## config.mk

```make
export PLATFORM = sky130hd
export DESIGN_NAME = dram_pd_seq
export DESIGN_NICKNAME = d
export VERILOG_FILES = /design/src/rtl/dram_pd_pkg.sv /design/src/rtl/dram_pd_gate.sv /design/src/rtl/dram_pd_timer.sv /design/src/rtl/dram_pd_cmd.sv /design/src/rtl/dram_pd_seq.sv
export SDC_FILE = /design/constraint.sdc
export NUM_CORES = 1
export LEC_CHECK = 0
export BUFFER_PORTS_ARGS = -buffer_cell sky130_fd_sc_hd__buf_4
export CORE_MARGIN = 3
export CORE_UTILIZATION = 35
export CTS_BUF_LIST = sky130_fd_sc_hd__clkbuf_16
export DETAILED_ROUTE_END_ITERATION = 10
export SKIP_LAST_GASP = 1
export SYNTH_ARGS = -nofsm -noshare
export SYNTH_HDL_FRONTEND = slang
export SYNTH_HIERARCHICAL = 1
export SYNTH_SLANG_ARGS = --single-unit
```

## constraint.sdc

```tcl
create_clock -name clk_i -period 4.8 [get_ports clk_i]
set_input_delay 0.48 -clock clk_i [delete_from_list [all_inputs] [get_ports clk_i]]
set_output_delay 0.48 -clock clk_i [all_outputs]
set_load 0.02 [all_outputs]
```

## src/rtl/dram_pd_pkg.sv

```systemverilog
package dram_pd_pkg;
  typedef enum logic [2:0] {
    ST_RUN, ST_PD, ST_CHG_WAIT, ST_CHG_OK, ST_EXIT_NOP, ST_DLL_RST, ST_MRS, ST_RELOCK
  } pd_state_e;

  typedef enum logic [1:0] {
    CMD_NOP  = 2'd0,
    CMD_EMRS = 2'd1,
    CMD_MRS  = 2'd2
  } pd_cmd_e;
endpackage

```

## src/rtl/dram_pd_gate.sv

```systemverilog
module dram_pd_gate (
  input  logic pd_req_i,
  input  logic clk_chg_req_i,
  input  logic burst_busy_i,
  input  logic banks_idle_i,
  output logic go_pd_o,
  output logic go_chg_o,
  output logic refuse_o
);
  logic quiet;
  assign quiet    = !burst_busy_i;
  assign go_chg_o = quiet && clk_chg_req_i && banks_idle_i;
  assign refuse_o = quiet && clk_chg_req_i && !banks_idle_i;
  assign go_pd_o  = quiet && pd_req_i && !clk_chg_req_i;
endmodule

```

## src/rtl/dram_pd_timer.sv

```systemverilog
module dram_pd_timer #(
  parameter int CNT_W = 8
) (
  input  logic             clk_i,
  input  logic             rst_ni,
  input  logic             clr_i,
  output logic [CNT_W-1:0] cnt_o
);
  always_ff @(posedge clk_i or negedge rst_ni) begin
    if (!rst_ni)                   cnt_o <= '0;
    else if (clr_i)                cnt_o <= '0;
    else if (cnt_o != {CNT_W{1'b1}}) cnt_o <= cnt_o + 1'b1;
  end
endmodule

```

## src/rtl/dram_pd_cmd.sv

```systemverilog
module dram_pd_cmd
  import dram_pd_pkg::*;
(
  input  pd_state_e state_i,
  output logic      cke_o,
  output logic      cmd_req_o,
  output pd_cmd_e   cmd_o,
  output logic      clk_chg_ok_o,
  output logic      ready_o
);
  always_comb begin
    cke_o        = 1'b1;
    cmd_req_o    = 1'b0;
    cmd_o        = CMD_NOP;
    clk_chg_ok_o = 1'b0;
    ready_o      = 1'b0;
    unique case (state_i)
      ST_RUN:      ready_o = 1'b1;
      ST_PD,
      ST_CHG_WAIT: cke_o = 1'b0;
      ST_CHG_OK: begin
        cke_o        = 1'b0;
        clk_chg_ok_o = 1'b1;
      end
      ST_EXIT_NOP: cmd_req_o = 1'b1;
      ST_DLL_RST: begin
        cmd_req_o = 1'b1;
        cmd_o     = CMD_EMRS;
      end
      ST_MRS: begin
        cmd_req_o = 1'b1;
        cmd_o     = CMD_MRS;
      end
      ST_RELOCK:   ;
      default:     ;
    endcase
  end
endmodule

```

## src/rtl/dram_pd_seq.sv

```systemverilog
module dram_pd_seq
  import dram_pd_pkg::*;
#(
  parameter int CKE_LOW_MIN = 2,
  parameter int RELOCK_CYC  = 200,
  parameter bit USE_MRS     = 1'b1
) (
  input  logic       clk_i,
  input  logic       rst_ni,
  input  logic       pd_req_i,
  input  logic       clk_chg_req_i,
  input  logic       burst_busy_i,
  input  logic       banks_idle_i,
  input  logic       clk_stable_i,
  input  logic       cmd_gnt_i,
  output logic       cke_o,
  output logic       cmd_req_o,
  output logic [1:0] cmd_o,
  output logic       pd_kind_o,
  output logic       clk_chg_ok_o,
  output logic       chg_err_o,
  output logic       ready_o
);
  localparam int MAX_CNT = (RELOCK_CYC > CKE_LOW_MIN) ? RELOCK_CYC : CKE_LOW_MIN;
  localparam int CNT_W   = $clog2(MAX_CNT + 1);
  localparam logic [CNT_W-1:0] LOW_LAST   = CNT_W'(CKE_LOW_MIN - 1);
  localparam logic [CNT_W-1:0] RELOCK_LAST = CNT_W'(RELOCK_CYC - 1);

  pd_state_e        state_q, state_d;
  logic             chg_q;
  logic             go_pd, go_chg, refuse;
  logic [CNT_W-1:0] cnt;
  pd_cmd_e          cmd_e;

  dram_pd_gate u_gate (
    .pd_req_i      (pd_req_i),
    .clk_chg_req_i (clk_chg_req_i),
    .burst_busy_i  (burst_busy_i),
    .banks_idle_i  (banks_idle_i),
    .go_pd_o       (go_pd),
    .go_chg_o      (go_chg),
    .refuse_o      (refuse)
  );

  // restart the count on every state change
  dram_pd_timer #(.CNT_W(CNT_W)) u_timer (
    .clk_i  (clk_i),
    .rst_ni (rst_ni),
    .clr_i  (state_d != state_q),
    .cnt_o  (cnt)
  );

  always_comb begin
    state_d = state_q;
    unique case (state_q)
      ST_RUN:      if (go_chg) state_d = ST_CHG_WAIT;
                   else if (go_pd) state_d = ST_PD;
      ST_PD:       if (!pd_req_i) state_d = ST_EXIT_NOP;
      ST_CHG_WAIT: if (cnt == LOW_LAST) state_d = ST_CHG_OK;
      ST_CHG_OK:   if (!clk_chg_req_i && clk_stable_i) state_d = ST_EXIT_NOP;
      ST_EXIT_NOP: if (cmd_gnt_i) state_d = chg_q ? ST_DLL_RST : ST_RUN;
      ST_DLL_RST:  if (cmd_gnt_i) state_d = USE_MRS ? ST_MRS : ST_RELOCK;
      ST_MRS:      if (cmd_gnt_i) state_d = ST_RELOCK;
      ST_RELOCK:   if (cnt == RELOCK_LAST) state_d = ST_RUN;
      default:     state_d = ST_RUN;
    endcase
  end

  always_ff @(posedge clk_i or negedge rst_ni) begin
    if (!rst_ni) begin
      state_q   <= ST_RUN;
      chg_q     <= 1'b0;
      pd_kind_o <= 1'b0;
      chg_err_o <= 1'b0;
    end else begin
      state_q   <= state_d;
      chg_err_o <= (state_q == ST_RUN) && refuse;
      if (state_q == ST_RUN && go_chg) begin
        chg_q     <= 1'b1;
        pd_kind_o <= 1'b1;
      end else if (state_q == ST_RUN && go_pd) begin
        chg_q     <= 1'b0;
        pd_kind_o <= banks_idle_i;
      end else if (state_d == ST_RUN) begin
        chg_q <= 1'b0;
      end
    end
  end

  dram_pd_cmd u_cmd (
    .state_i      (state_q),
    .cke_o        (cke_o),
    .cmd_req_o    (cmd_req_o),
    .cmd_o        (cmd_e),
    .clk_chg_ok_o (clk_chg_ok_o),
    .ready_o      (ready_o)
  );
  assign cmd_o = cmd_e;
endmodule

```

==> results.sh, run 1 <==
export IMPL_pwr_share_seq=0.324
export IMPL_rsz0062_at_grt="no"
export IMPL_worst_pin_slew_ps=472
export IMPL_multi_input_area_um2=563
export IMPL_rows=18
export IMPL_root_buffer="clkbuf_16"
export IMPL_powerDensity_nw_per_um2=590
export IMPL_cts_tree="built"
export IMPL_insertedDiodeCount=0
export IMPL_gp_congestion=0.903
export IMPL_worstSetupPathType="register to register"
export IMPL_nets=130
export IMPL_port_buffers=15
export IMPL_end_kind="register"
export IMPL_yosys_top_cells_area="dfrtp_1 (36%), and3b_1 (4.5%), a21oi_1 (4.1%)"
export IMPL_cts_setup_buffers=0
export IMPL_cts_buffers=3
export IMPL_grt_use_total=0.140
export IMPL_ff2ff_path_depth=8
export IMPL_clockBufferDepth=2
export IMPL_maxCapViolCount=0
export IMPL_finalSetupViolations=0
export IMPL_syn_avg_cell_area_um2=9.32
export IMPL_clock_latency_ps=240
export IMPL_fp_dieArea_um2=3440
export IMPL_grt_pass1_wl_mm=3.69
export IMPL_syn_area_um2=970
export IMPL_crit_required_ps=4960
export IMPL_synth_edf_count=0
export IMPL_critPathArrivalTime_ps=2520
export IMPL_overflow=0
export IMPL_synth_seq_cells=14
export IMPL_ys_types=39
export IMPL_drv_slew=0
export IMPL_core_area_um2=2540
export IMPL_min_period_over_period=0.491
export IMPL_yosysWarnings=6
export IMPL_startpoint_type="register"
export IMPL_synth_top_area_share=0.361
export IMPL_avgViaCountPerCell=6.04
export IMPL_wl_mm=2.20
export IMPL_cts_resized=0
export IMPL_grt_max_degree=19
export IMPL_fmax_ghz=0.424
export IMPL_ys_seq_area_frac=0.361
export IMPL_detail_route_antenna_nets=0
export IMPL_synth_area_leader_cell="dfrtp_1"
export IMPL_synth_most_common_cell="dfrtp_1"
export IMPL_drive_gt1_frac=0.258
export IMPL_comb_power_share=0.449
export IMPL_start_util=0.381
export IMPL_die_w_um=58.6
export IMPL_r2r_slack_ps=2440
export IMPL_p_int_mw=0.403
export IMPL_dp_hpwl_mm=1.56
export IMPL_antenna_found_initial=0
export IMPL_skew_ps=2.28
export IMPL_cts_hold_buf=0
export IMPL_fill_cells=256
export IMPL_seq_area_um2=350
export IMPL_power_frac_clock=0.227
export IMPL_crit_fanout=8
export IMPL_hold_viol=0
export IMPL_die_h_um=58.6
export IMPL_drc=0
export IMPL_r2r_end="u_timer/cnt_o[2]$_DFFE_PN0P_"
export IMPL_drt_iter0_drc=37
export IMPL_postSynthCellCount=104
export IMPL_path_clk_slew_ps=50
export IMPL_switching_share=0.415
export IMPL_grt_pass1_vias=822
export IMPL_finalSetupTns_ps=0
export IMPL_relSlewSlack=0.685
export IMPL_design_portCount=16
export IMPL_areaGrowthSynthToFinish_pct=20.5
export IMPL_power_switching_mw=0.286
export IMPL_vias=906
export IMPL_hp_class="input pin to async pin"
export IMPL_async_reset_ff_frac=1.00
export IMPL_ir_drop_v=0.000407
export IMPL_synth_common_cells="dfrtp_1 (14), a21oi_1 (8), nor3_1 (7)"
export IMPL_wire_per_inst_um=14.7
export IMPL_r2r_start="u_timer/cnt_o[3]$_DFFE_PN0P_"
export IMPL_cts_sinks=14
export IMPL_first_pass_iters=4
export IMPL_status="complete, no violations"
export IMPL_synth_fp_nets=113
export IMPL_ys_flop_type="dfrtp_1"
export IMPL_htree_levels=1
export IMPL_layout_min_cycle_time_ps=2360
export IMPL_whs_ps=79.9
export IMPL_leakagePower_nw=0.513
[cells in the final DEF (no fill, tap or decap), drive strengths merged]
cell type  instances
o211ai             2
nor2               4
and2b              1
a311oi             1
a211oi             4
a21oi              8
and4               3
nor3               7
buf               16
a21boi             2
nand3              3
ha                 1
or3                3
o21ai              6
clkbuf             3
nor4               1
and2               1
and3b              6
a31oi              3
and3               2
dfrtp             14
nor3b              5
inv                5
o21bai             2
or2                2
o311ai             3
nand4              4
o2bb2ai            1
nand2              4
clkinv             1
or4b               2
[final cells by class]
cell class | instances | area share
tap | 30 | 0.0321
inverter | 5 | 0.0161
sequential | 14 | 0.300
timing repair buffer | 16 | 0.103
multi-input combinational | 81 | 0.482
clock buffer | 3 | 0.0642
clock inverter | 1 | 0.00321
[worst max-delay path by stage]
stage          cells past startpoint                    startpoint                      endpoint
4_1_cts                            8  u_timer/cnt_o[3]$_DFFE_PN0P_  u_timer/cnt_o[2]$_DFFE_PN0P_
3_3_place_gp                       8  u_timer/cnt_o[3]$_DFFE_PN0P_  u_timer/cnt_o[2]$_DFFE_PN0P_
6_report                           8  u_timer/cnt_o[3]$_DFFE_PN0P_  u_timer/cnt_o[2]$_DFFE_PN0P_
3_5_place_dp                       8  u_timer/cnt_o[3]$_DFFE_PN0P_  u_timer/cnt_o[2]$_DFFE_PN0P_
2_1_floorplan                      8  u_timer/cnt_o[3]$_DFFE_PN0P_  u_timer/cnt_o[2]$_DFFE_PN0P_
5_1_grt                            8  u_timer/cnt_o[3]$_DFFE_PN0P_  u_timer/cnt_o[2]$_DFFE_PN0P_
[power by group through the flow]
stage | clock network, mW | logic [mW] | registers (mW)
floorplan | 0 | 0.259 | 0.187
global placement | 0 | 0.302 | 0.223
detailed placement | 0 | 0.305 | 0.223
CTS | 0.160 | 0.306 | 0.222
global route | 0.167 | 0.332 | 0.234
finish | 0.156 | 0.310 | 0.224
[layer usage]
metal,up-vias,GRT usage,routed length [um]
li1,438,-,-
met1,422,0.189,1030
met2,40,0.203,967
met3,6,0.0461,173
met4,0,0.0647,34
met5,-,0,0
[through the flow]
step                std cells  area (um2)  power [mW]   util  setup WS (ps)
floorplan                 104         970       0.446      -           2670
global placement          146        1090       0.525  0.428           2580
detailed placement        146        1090       0.528  0.428           2480
CTS                       150        1170       0.688  0.459           2460
global route              150        1170       0.733  0.459           2320
finish                    150        1170       0.690  0.459           2440
[flip-flops by register name, summed over array words and instances, names as in the netlist]
register and cells:
chg_err_o 1, chg_q 1, u_timer/cnt_o 8, state_q 3, pd_kind_o 1
[critical path, stage by stage, from the launching register on]
cell and delay, ps:
dfrtp_1 450, or4b_4 590, nor3_1 200, nor3_1 100, a211oi_1 270, o311ai_0 180
buf_4 210, o21bai_1 150, a31oi_1 140
[kinds of logic (layout without fill, tap and decap cells)]
family	count (synthesis)	in the layout	synth area share
compound gates	32	32	0.232
flops	14	14	0.361
simple gates	48	48	0.335
fa+ha+maj	1	1	0.0129
buf+inv	9	25	0.0581
No activity file was read; power rests on OpenSTA's default activity.
==> run 2: changes to the inputs <==
==> constraint.sdc (replaced) <==
create_clock -name clk_i -period 2.2 [get_ports clk_i]
set_input_delay 0.22 -clock clk_i [delete_from_list [all_inputs] [get_ports clk_i]]
set_output_delay 0.22 -clock clk_i [all_outputs]
set_load 0.02 [all_outputs]
==> run 2 against run 1 <==
  * Die area stayed put
  * Core utilization increased by 4.2 points
  * Sequential power rose by 99%
  * Critical path depth did not move
  * Clock skew decreased by 1.4 ps
  * Flip-flop and latch count unchanged
  * Critical endpoint unchanged
  * First-iteration DRC count fell by 16%
==> results.sh, run 2 (synthesized netlist as in run 1, its figures left out) <==
export IMPL_dp_hpwl_mm=1.61
export IMPL_htree_levels=1
export IMPL_grt_pass1_wl_mm=4.02
export IMPL_nets=140
export IMPL_worst_path_buf_inv=2
export IMPL_critPathArrivalTime_ps=2250
export IMPL_status="complete, no violations"
export IMPL_grt_pass1_vias=874
export IMPL_first_pass_iters=4
export IMPL_clock_latency_ps=250
export IMPL_worstSetupPathType="register to register"
export IMPL_crit_top_cell="buf_4"
export IMPL_final_common_cell="buf_4"
export IMPL_rows=18
export IMPL_place_area_um2=1150
export IMPL_largest_reg_flops=8
export IMPL_core_area_um2=2540
export IMPL_crit_fanout=8
export IMPL_finalSetupViolations=0
export IMPL_overflow=0
export IMPL_worst_pin_slew_ps=307
export IMPL_relSlewSlack=0.792
export IMPL_fp_dieArea_um2=3440
export IMPL_wl_mm=2.36
export IMPL_vias=927
export IMPL_power_switching_mw=0.675
export IMPL_end_kind="register"
export IMPL_power_frac_clock=0.212
export IMPL_antenna_found_initial=0
export IMPL_design_portCount=16
export IMPL_crit_required_ps=2310
export IMPL_whs_ps=267
export IMPL_die_h_um=58.6
export IMPL_maxCapViolCount=0
export IMPL_slowest_stage="or4b_4"
export IMPL_pwr_share_seq=0.269
export IMPL_p_int_mw=0.979
export IMPL_layout_common_cells="buf_4 (25), dfrtp_1 (12), a21oi_1 (8)"
export IMPL_grt_max_degree=16
export IMPL_cts_sinks=14
export IMPL_fill_cells=249
export IMPL_cts_buffers=3
export IMPL_wire_per_inst_um=14.8
export IMPL_cp_top_family="simple AND/OR/NAND/NOR gates"
export IMPL_hp_class="input pin to register"
export IMPL_avgViaCountPerCell=5.79
export IMPL_hold_viol=0
export IMPL_drv_slew=0
export IMPL_slowest_delay_ps=570
export IMPL_drc=0
export IMPL_root_buffer="clkbuf_16"
export IMPL_crit_chain="or4b_4, buf_4, o311ai_4, nand2_1, o311ai_1, buf_4, o21bai_1, a31oi_1"
export IMPL_detail_route_antenna_nets=0
export IMPL_areaGrowthSynthToFinish_pct=31.5
export IMPL_insertedDiodeCount=0
export IMPL_skew_ps=0.908
export IMPL_power_total_mw=1.65
export IMPL_min_period_over_period=0.972
export IMPL_start_util=0.381
export IMPL_powerDensity_nw_per_um2=1300
export IMPL_gp_congestion=0.835
export IMPL_final_area_um2=1270
export IMPL_clockBufferDepth=2
export IMPL_drive_gt1_frac=0.354
export IMPL_regMostFlops="u_timer/cnt_o"
export IMPL_startpoint_type="register"
export IMPL_finalSetupTns_ps=0
export IMPL_grt_use_total=0.152
export IMPL_top_regs="u_timer/cnt_o (8), state_q (3)"
export IMPL_fmax_ghz=0.467
export IMPL_comb_power_share=0.518
export IMPL_path_clk_slew_ps=50
export IMPL_drt_iter0_drc=31
export IMPL_post_route_util=0.501
export IMPL_ir_drop_v=0.00102
export IMPL_cts_tree="built"
export IMPL_layout_min_cycle_time_ps=2140
export IMPL_leakagePower_nw=0.572
export IMPL_die_w_um=58.6
export IMPL_switching_share=0.408
export IMPL_port_buffers=15
-- run 2: cell count changes in the layout (fill, tap and decap cells not counted), moves of 2 or more --
cell	previous run	this run
dfrtp_1	14	12
dfrtp_2	0	2
nor3_1	7	5
buf_4	16	25
-- run 2: timing repair --
item                       CTS  global route
hold buffers                 1             0
cloned                       0             0
setup buffers                0             1
setup endpoints to repair    1             4
pin swaps                    0             2
hold endpoints to repair    14             0
resized for setup            1             7
-- run 2: metrics by stage --
stage	setup WS [ps]	cells
3_3_place_gp	79.5	154
4_1_cts	68.5	159
3_5_place_dp	11.0	154
6_report	60.7	160
2_1_floorplan	74.0	104
5_1_grt	-21.5	160
-- run 2: worst min-delay path, stage by stage --
cell     delay (ps)
buf_4            90
nor3b_1          40
and2_1          130
-- run 2: worst paths after layout --
path                                              startpoint                           end  slack, ps  cells past startpoint
worst max-delay path            u_timer/cnt_o[3]$_DFFE_PN0P_  u_timer/cnt_o[2]$_DFFE_PN0P_         60                      8
worst min-delay path                            banks_idle_i           chg_err_o$_DFF_PN0_        270                      3
worst max register to register  u_timer/cnt_o[3]$_DFFE_PN0P_  u_timer/cnt_o[2]$_DFFE_PN0P_         60                      8
worst min register to register         pd_kind_o$_DFFE_PN0P_         pd_kind_o$_DFFE_PN0P_        570                      2
max in group asynchronous                             rst_ni          state_q[0]$_DFF_PN0_       1660                      2
min in group asynchronous                             rst_ni  u_timer/cnt_o[7]$_DFFE_PN0P_        360                      2
-- run 2: power groups by stage --
stage | Clock (mW) | Combinational (mW) | Sequential [mW]
global route | 0.370 | 0.942 | 0.462
CTS | 0.356 | 0.795 | 0.441
floorplan | 0 | 0.566 | 0.408
global placement | 0 | 0.763 | 0.441
detailed placement | 0 | 0.772 | 0.445
finish | 0.351 | 0.857 | 0.446
-- run 2: area by class of cell --
cell class | count | area, um2 | area share
Timing Repair Buffer | 26 | 198 | 0.155
Tap cell | 30 | 37.5 | 0.0294
Clock inverter | 1 | 3.75 | 0.00294
Clock buffer | 3 | 75.1 | 0.0589
Sequential cell | 14 | 353 | 0.277
Multi-Input combinational cell | 81 | 589 | 0.462
Inverter | 5 | 18.8 | 0.0147
-- run 2: layer usage --
layer  up-vias  global-route usage  wire length [um]
met5         -                   0                 0
met4         0              0.0906                62
met3         7              0.0241                98
met2        22               0.225              1060
met1       440               0.209              1140
li1        458                   -                 -
